`config.mk`:
```
export PLATFORM = sky130hd
export DESIGN_NAME = mandel_engine
export DESIGN_NICKNAME = d
export VERILOG_FILES = /design/src/rtl/mandel_pkg.sv /design/src/rtl/mandel_fx_sat.sv /design/src/rtl/mandel_booth_mul.sv /design/src/rtl/mandel_engine.sv
export SDC_FILE = /design/constraint.sdc
export NUM_CORES = 1
export LEC_CHECK = 0
export ABC_AREA = 0
export BUFFER_PORTS_ARGS = -buffer_cell sky130_fd_sc_hd__buf_4
export CORE_MARGIN = 2
export CORE_UTILIZATION = 69
export CTS_BUF_LIST = sky130_fd_sc_hd__clkbuf_4
export DETAILED_ROUTE_END_ITERATION = 10
export GPL_TIMING_DRIVEN = 0
export PLACE_DENSITY = 0.85
export SETUP_SLACK_MARGIN = 0.05
export SLEW_MARGIN = 25
export SYNTH_ARGS = -nofsm -noshare
export SYNTH_HDL_FRONTEND = slang
export SYNTH_SLANG_ARGS = --single-unit
```
`constraint.sdc`:
```
create_clock -name clk -period 5.6 [get_ports clk]
set_input_delay 1.12 -clock clk [delete_from_list [all_inputs] [get_ports clk]]
set_output_delay 1.12 -clock clk [all_outputs]
set_load 0.01 [all_outputs]
```
`src/rtl/mandel_pkg.sv`:
```
package mandel_pkg;
  typedef enum logic [2:0] {
    ST_IDLE,
    ST_XX,
    ST_YY,
    ST_XY,
    ST_TEST
  } mstate_t;
endpackage

```
`src/rtl/mandel_fx_sat.sv`:
```
module mandel_fx_sat #(
  parameter int IN_W  = 48,
  parameter int OUT_W = 24
) (
  input  logic signed [IN_W-1:0]  din,
  output logic signed [OUT_W-1:0] dout
);
  localparam logic signed [OUT_W-1:0] MAXV = {1'b0, {(OUT_W-1){1'b1}}};
  localparam logic signed [OUT_W-1:0] MINV = {1'b1, {(OUT_W-1){1'b0}}};

  logic all_one, all_zero;

  // in range when every bit above the kept sign matches the sign
  assign all_one  = &din[IN_W-1:OUT_W-1];
  assign all_zero = ~|din[IN_W-1:OUT_W-1];

  always_comb begin
    if (all_one || all_zero) dout = din[OUT_W-1:0];
    else if (din[IN_W-1])    dout = MINV;
    else                     dout = MAXV;
  end
endmodule

```
`src/rtl/mandel_booth_mul.sv`:
```
module mandel_booth_mul #(
  parameter int W = 24
) (
  input  logic                  clk,
  input  logic                  rst,
  input  logic                  start,
  input  logic signed [W-1:0]   a,
  input  logic signed [W-1:0]   b,
  output logic                  done,
  output logic signed [2*W-1:0] prod
);
  localparam int CW = $clog2(W + 1);

  logic signed [W:0] acc, mcand, sum;
  logic [W-1:0]      mq;
  logic              qm1;
  logic [CW-1:0]     cnt;
  logic              busy;

  // radix-2 Booth recoding of the current multiplier bit pair
  always_comb begin
    case ({mq[0], qm1})
      2'b01:   sum = acc + mcand;
      2'b10:   sum = acc - mcand;
      default: sum = acc;
    endcase
  end

  always_ff @(posedge clk) begin
    if (rst) begin
      acc   <= '0;
      mcand <= '0;
      mq    <= '0;
      qm1   <= 1'b0;
      cnt   <= '0;
      busy  <= 1'b0;
      done  <= 1'b0;
    end else begin
      done <= 1'b0;
      if (start) begin
        acc   <= '0;
        mcand <= (W+1)'(a);
        mq    <= b;
        qm1   <= 1'b0;
        cnt   <= CW'(W);
        busy  <= 1'b1;
      end else if (busy) begin
        acc <= {sum[W], sum[W:1]};
        mq  <= {sum[0], mq[W-1:1]};
        qm1 <= mq[0];
        cnt <= cnt - 1'b1;
        if (cnt == CW'(1)) begin
          busy <= 1'b0;
          done <= 1'b1;
        end
      end
    end
  end

  assign prod = {acc[W-1:0], mq};

  // the controller only launches a multiply into an idle unit
  p_start_idle_r7: assert property (@(posedge clk) disable iff (rst)
    start |-> !busy);
  // completion is a single-cycle pulse
  p_mul_pulse_r7: assert property (@(posedge clk) disable iff (rst)
    done |=> !done);
endmodule

```
`src/rtl/mandel_engine.sv`:
```
module mandel_engine
  import mandel_pkg::*;
#(
  parameter int W        = 24,
  parameter int IBITS    = 4,
  parameter int MAX_ITER = 256,
  localparam int CNT_W   = $clog2(MAX_ITER + 1)
) (
  input  logic                clk,
  input  logic                rst,
  input  logic                start,
  input  logic                julia,
  input  logic signed [W-1:0] c_re,
  input  logic signed [W-1:0] c_im,
  input  logic signed [W-1:0] z_re0,
  input  logic signed [W-1:0] z_im0,
  output logic                done,
  output logic                escaped,
  output logic [CNT_W-1:0]    iter_count
);
  localparam int FRAC = W - IBITS;
  localparam logic [W:0] FOUR = (W+1)'(1) << (FRAC + 2);

  mstate_t st;
  logic signed [W-1:0] x_q, y_q, cr_q, ci_q, xx_q, yy_q, xy_q;
  logic [CNT_W-1:0]    n_q;
  logic                mul_go, mul_done;
  logic signed [W-1:0] op_a, op_b;
  logic signed [2*W-1:0] mul_prod, sc_one, sc_two;
  logic signed [W-1:0] p_sat, p2_sat, nx_sat, ny_sat;
  logic signed [W+1:0] nx_sum;
  logic signed [W:0]   ny_sum;
  logic [W:0]          mag;
  logic                mag_ge4;

  // operand routing for the three products of one iteration
  assign op_a = (st == ST_YY) ? y_q : x_q;
  assign op_b = (st == ST_XX) ? x_q : y_q;

  mandel_booth_mul #(.W(W)) u_mul (
    .clk   (clk),
    .rst   (rst),
    .start (mul_go),
    .a     (op_a),
    .b     (op_b),
    .done  (mul_done),
    .prod  (mul_prod)
  );

  assign sc_one = mul_prod >>> FRAC;
  assign sc_two = mul_prod >>> (FRAC - 1);

  mandel_fx_sat #(.IN_W(2*W), .OUT_W(W)) u_sat_sq (.din(sc_one), .dout(p_sat));
  mandel_fx_sat #(.IN_W(2*W), .OUT_W(W)) u_sat_xy (.din(sc_two), .dout(p2_sat));

  assign nx_sum = (W+2)'(xx_q) - (W+2)'(yy_q) + (W+2)'(cr_q);
  assign ny_sum = (W+1)'(xy_q) + (W+1)'(ci_q);

  mandel_fx_sat #(.IN_W(W+2), .OUT_W(W)) u_sat_nx (.din(nx_sum), .dout(nx_sat));
  mandel_fx_sat #(.IN_W(W+1), .OUT_W(W)) u_sat_ny (.din(ny_sum), .dout(ny_sat));

  assign mag     = {1'b0, xx_q} + {1'b0, yy_q};
  assign mag_ge4 = (mag >= FOUR);

  always_ff @(posedge clk) begin
    if (rst) begin
      st         <= ST_IDLE;
      x_q        <= '0;
      y_q        <= '0;
      cr_q       <= '0;
      ci_q       <= '0;
      xx_q       <= '0;
      yy_q       <= '0;
      xy_q       <= '0;
      n_q        <= '0;
      mul_go     <= 1'b0;
      done       <= 1'b0;
      escaped    <= 1'b0;
      iter_count <= '0;
    end else begin
      mul_go <= 1'b0;
      done   <= 1'b0;
      case (st)
        ST_IDLE: if (start) begin
          cr_q   <= c_re;
          ci_q   <= c_im;
          x_q    <= julia ? z_re0 : '0;
          y_q    <= julia ? z_im0 : '0;
          n_q    <= '0;
          st     <= ST_XX;
          mul_go <= 1'b1;
        end
        ST_XX: if (mul_done) begin
          xx_q   <= p_sat;
          st     <= ST_YY;
          mul_go <= 1'b1;
        end
        ST_YY: if (mul_done) begin
          yy_q   <= p_sat;
          st     <= ST_XY;
          mul_go <= 1'b1;
        end
        ST_XY: if (mul_done) begin
          xy_q <= p2_sat;
          st   <= ST_TEST;
        end
        ST_TEST: begin
          if (mag_ge4) begin
            done       <= 1'b1;
            escaped    <= 1'b1;
            iter_count <= n_q;
            st         <= ST_IDLE;
          end else if (n_q == CNT_W'(MAX_ITER)) begin
            done       <= 1'b1;
            escaped    <= 1'b0;
            iter_count <= n_q;
            st         <= ST_IDLE;
          end else begin
            x_q    <= nx_sat;
            y_q    <= ny_sat;
            n_q    <= n_q + 1'b1;
            st     <= ST_XX;
            mul_go <= 1'b1;
          end
        end
        default: st <= ST_IDLE;
      endcase
    end
  end

  // result strobe lasts one cycle
  p_done_pulse_r7: assert property (@(posedge clk) disable iff (rst)
    done |=> !done);
  // results change only together with the strobe
  p_hold_r9: assert property (@(posedge clk) disable iff (rst)
    !done |-> ($stable(iter_count) && $stable(escaped)));
  // a non-escaping result always carries the limit
  p_limit_r6: assert property (@(posedge clk) disable iff (rst)
    (done && !escaped) |-> (iter_count == CNT_W'(MAX_ITER)));
  // reported counts never pass the limit
  p_range_r5: assert property (@(posedge clk) disable iff (rst)
    done |-> (iter_count <= CNT_W'(MAX_ITER)));
  // a start during a running pixel leaves its constant untouched
  p_ignore_r8: assert property (@(posedge clk) disable iff (rst)
    (st != ST_IDLE && start) |=> ($stable(cr_q) && $stable(ci_q)));
  // the squares reaching the test are never negative
  p_sq_pos_r4: assert property (@(posedge clk) disable iff (rst)
    (st == ST_TEST) |-> (!xx_q[W-1] && !yy_q[W-1]));
endmodule

```
==> impl_metrics.toml <==
[setup_path]
critPathCaptureType = "flip-flop"
path_delay_family = "compound AO/OA/AOI/OAI gates"
path_buf_inv = 3
required_ns = 6.15
cpMaxStageDelayCell = "buf_1"
path_cells = "ha_1 > clkbuf_1 > clkbuf_1 > buf_1 > mux2i_1 > ha_1 > nor2b_1 > o21a_1 > o21ai_0 > a21oi_1 > a31o_2 > a221oi_1 > o21ai_0 > xor2_1 > mux2i_1 > a21oi_1"
critPathMaxStageDelay_ns = 0.49
start_kind = "flip-flop"
critPathKind = "reg -> reg"
cp_data_arrival_time_ns = 5.26
cp_max_fo = 10

[yosys]
synth_area_leader_cell = "dfxtp_1"
syn-num-nets = 2333
yosys.cell_types.count = 82
synth_top_family_by_area = "compound AO/OA/AOI/OAI gates"
yosys_warnings = 0
synthTopCellsByCount = "272 x dfxtp_1, 246 x a21oi_1, 215 x nand2_1"
synthMuxAreaShare_pct = 3.91
synth_compound_gate_area_share_pct = 27.1
synthAdderAreaFrac_pct = 10.7
yosys.area_share.simple_pct = 15.9
avgSynthCellArea_um2 = 8.17
netlist.area_leader.share_pct = 31.7
postSynthCellCount = 2102
synth_area_leaders = "dfxtp_1 32%, ha_1 7.6%, a21oi_1 7.2%"
yosysMostFrequentCell = "dfxtp_1"
synth_edf_count = 0
synth_top_flop_cell = "dfxtp_1"
synth-xor-area-share_pct = 4.39
seq_area_frac_synth_pct = 31.7
async_reset_ff_share_pct = 0
ys_ff_latch = 272
netlist_area_um2 = 17200

[power_and_ir_drop]
power_density_nw_per_um2 = 275
seqPwrFrac_pct = 39.5
irDropWorstVdd_uv = 217
p_comb_share_pct = 25.8
fin_total_pwr_mw = 5.33
switching_share_pct = 34.5
power.internal_mw = 3.49
p_clk_share_pct = 34.6
p_leak_nw = 7.87
p_switching_mw = 1.84

[sta]
finalCriticalPeriod_ns = 4.70
rsz0062_at_grt = "no"
fin_crit_sh_pct = 84.0
fin_tns_setup_ns = 0
clock_skew_ns = 0.0621
drv_slew = 0
max_freq_mhz = 213
worst_pin_slew_ns = 1.02
hold_viol_final = 0
setup_violations = 0
relSlewSlack_pct = 32.1

[final_layout]
drive_above_1_share_pct = 13.9
multi_input_area_um2 = 10700
layout.nets = 2520
syn2layout_area_growth_pct = 12.8
register_area_um2 = 5450
fill_cells = 1752

[clocking]
clock_path_buffers = 3
cts_resized = 0
cts_hold_buf = 0
ctsHtreeMaxLevel = 3
post_cts_buffers = 0
cts.sink_count = 272
clk_latency_ns = 0.74
clk_pin_slew_ns = 0.07
cts_tree = "built"
cts-root-buf = "clkbuf_4"
cts-buffers-inserted = 74

[global_route]
grt_util_all_layers_pct = 40.6
grt_pass1_wl_mm = 83.5
antenna_found_initial = 1
grt_pass1_vias = 16100
overflow = 0
grt_max_degree = 13

[routing]
drt_wl_total_mm = 53.9
vias = 16800
dr.pass1.iters = 5
drc_errors = 0
viasPerCell = 6.28
wl_per_cell_um = 20.2
drt_iter0_drc = 1816
ant_nets = 0

[floorplanning]
num_rows = 57
floorplan.initialDensity_pct = 70.4
io_pins = 111
dieWidth_um = 162
die_area_um2 = 26200
die_h_um = 162
core_area_um2 = 24400

[placed_design]
gp_congestion = 0.982
numPortBuffers = 110
hpwl_mm = 41.6

[hold_path]
min_path_type = "reg -> reg"

[outcome]
run_status = "completed"

[job]
max_cap_viol_count = 0
## routing by layer
metal	vias to the layer above	wire length, um	track usage (%)
li1	7842	-	-
met5	-	0	0
met1	7857	21900	52.4
met2	877	24300	66.4
met3	178	5030	7.28
met4	0	2670	18.7
## through the flow
| stage | hold WS [ns] | cell area (um^2) | setup WS [ns] | utilization [%] | std cells |
|---|---|---|---|---|---|
| after CTS | 0.455 | 19400 | 1.01 | 79.4 | 2668 |
| after floorplan | 0.436 | 17200 | 1.91 | - | 2102 |
| final | 0.455 | 19400 | 0.898 | 79.4 | 2669 |
| after global placement | 0.442 | 18400 | 1.06 | 75.4 | 2536 |
| after detailed placement | 0.447 | 18400 | 1.06 | 75.5 | 2537 |
| after global routing | 0.480 | 19400 | 0.659 | 79.4 | 2669 |
## worst paths after layout
check,from,end,slack (ns),cells past startpoint
hold / removal,cr_q[12],cr_q[12],0.46,2
hold reg to reg,cr_q[12],cr_q[12],0.46,2
setup reg to reg,u_mul.mq[0],u_mul.acc[22],0.90,16
setup / recovery,u_mul.mq[0],u_mul.acc[22],0.90,16
## area by class of cell
class | count | share of cell area, %
Clock inverter | 22 | 0.704
Timing Repair Buffer | 111 | 4.29
Inverter | 137 | 2.66
Tap cell | 324 | 2.09
Antenna cell | 1 | 0.0129
Multi-Input combinational cell | 1565 | 55.1
Buffer | 128 | 2.84
Clock buffer | 109 | 4.22
Sequential cell | 272 | 28.1
## worst reg2reg max path, stage by stage (launching register included)
cell and delay [ns]:
dfxtp_1 0.37, ha_1 0.16, clkbuf_1 0.33, clkbuf_1 0.42, buf_1 0.49, mux2i_1 0.38, ha_1 0.29, nor2b_1 0.13
o21a_1 0.17, o21ai_0 0.25, a21oi_1 0.18, a31o_2 0.32, a221oi_1 0.48, o21ai_0 0.21, xor2_1 0.17, mux2i_1 0.14
a21oi_1 0.08
## power by group through the flow
stage | Combinational, mW | Sequential, mW | Clock, mW
detailed placement | 1.33 | 2.14 | 0
global route | 1.49 | 2.11 | 1.95
floorplan | 0.999 | 2.10 | 0
CTS | 1.35 | 2.10 | 1.84
finish | 1.38 | 2.11 | 1.85
global placement | 1.30 | 2.14 | 0
## cells by family after synthesis
family,after synthesis
simple gates,607
buf+inv,265
fa+ha+maj,131
mux,67
flops,272
xor+xnor,86
compound gates,674
## registers in the layout (all words and copies together), names as in the netlist, 3 cells and up
signal,count
ci_q,24
cr_q,24
u_mul.acc,24
u_mul.mcand,24
u_mul.mq,24
x_q,24
xx_q,24
xy_q,24
y_q,24
yy_q,24
iter_count,9
n_q,9
u_mul.cnt,5
st,3
## cells in the final DEF (no fill, tap or decap), types with 6 or more instances in the layout
cell,count
nand2b_1,18
a211oi_1,145
o21ai_0,65
xnor2_1,56
ha_1,104
buf_6,8
clkinv_1,13
nand3b_1,7
buf_4,111
mux2i_1,66
o21bai_1,13
clkbuf_4,109
o211ai_1,17
xor2_1,30
a21oi_2,21
dfxtp_1,272
buf_2,6
buf_1,11
a31oi_1,11
or2_2,6
o31ai_2,32
o21a_1,14
nor2_1,210
nand2_1,215
and2_1,9
inv_1,137
a21oi_1,246
nand4_1,6
nor2b_1,31
nand3_1,14
o31ai_1,14
nor3_1,37
fa_1,27
clkbuf_1,103
and3_1,20
nor4_1,7
a21o_1,42
Power figures use the tool's default switching activity.
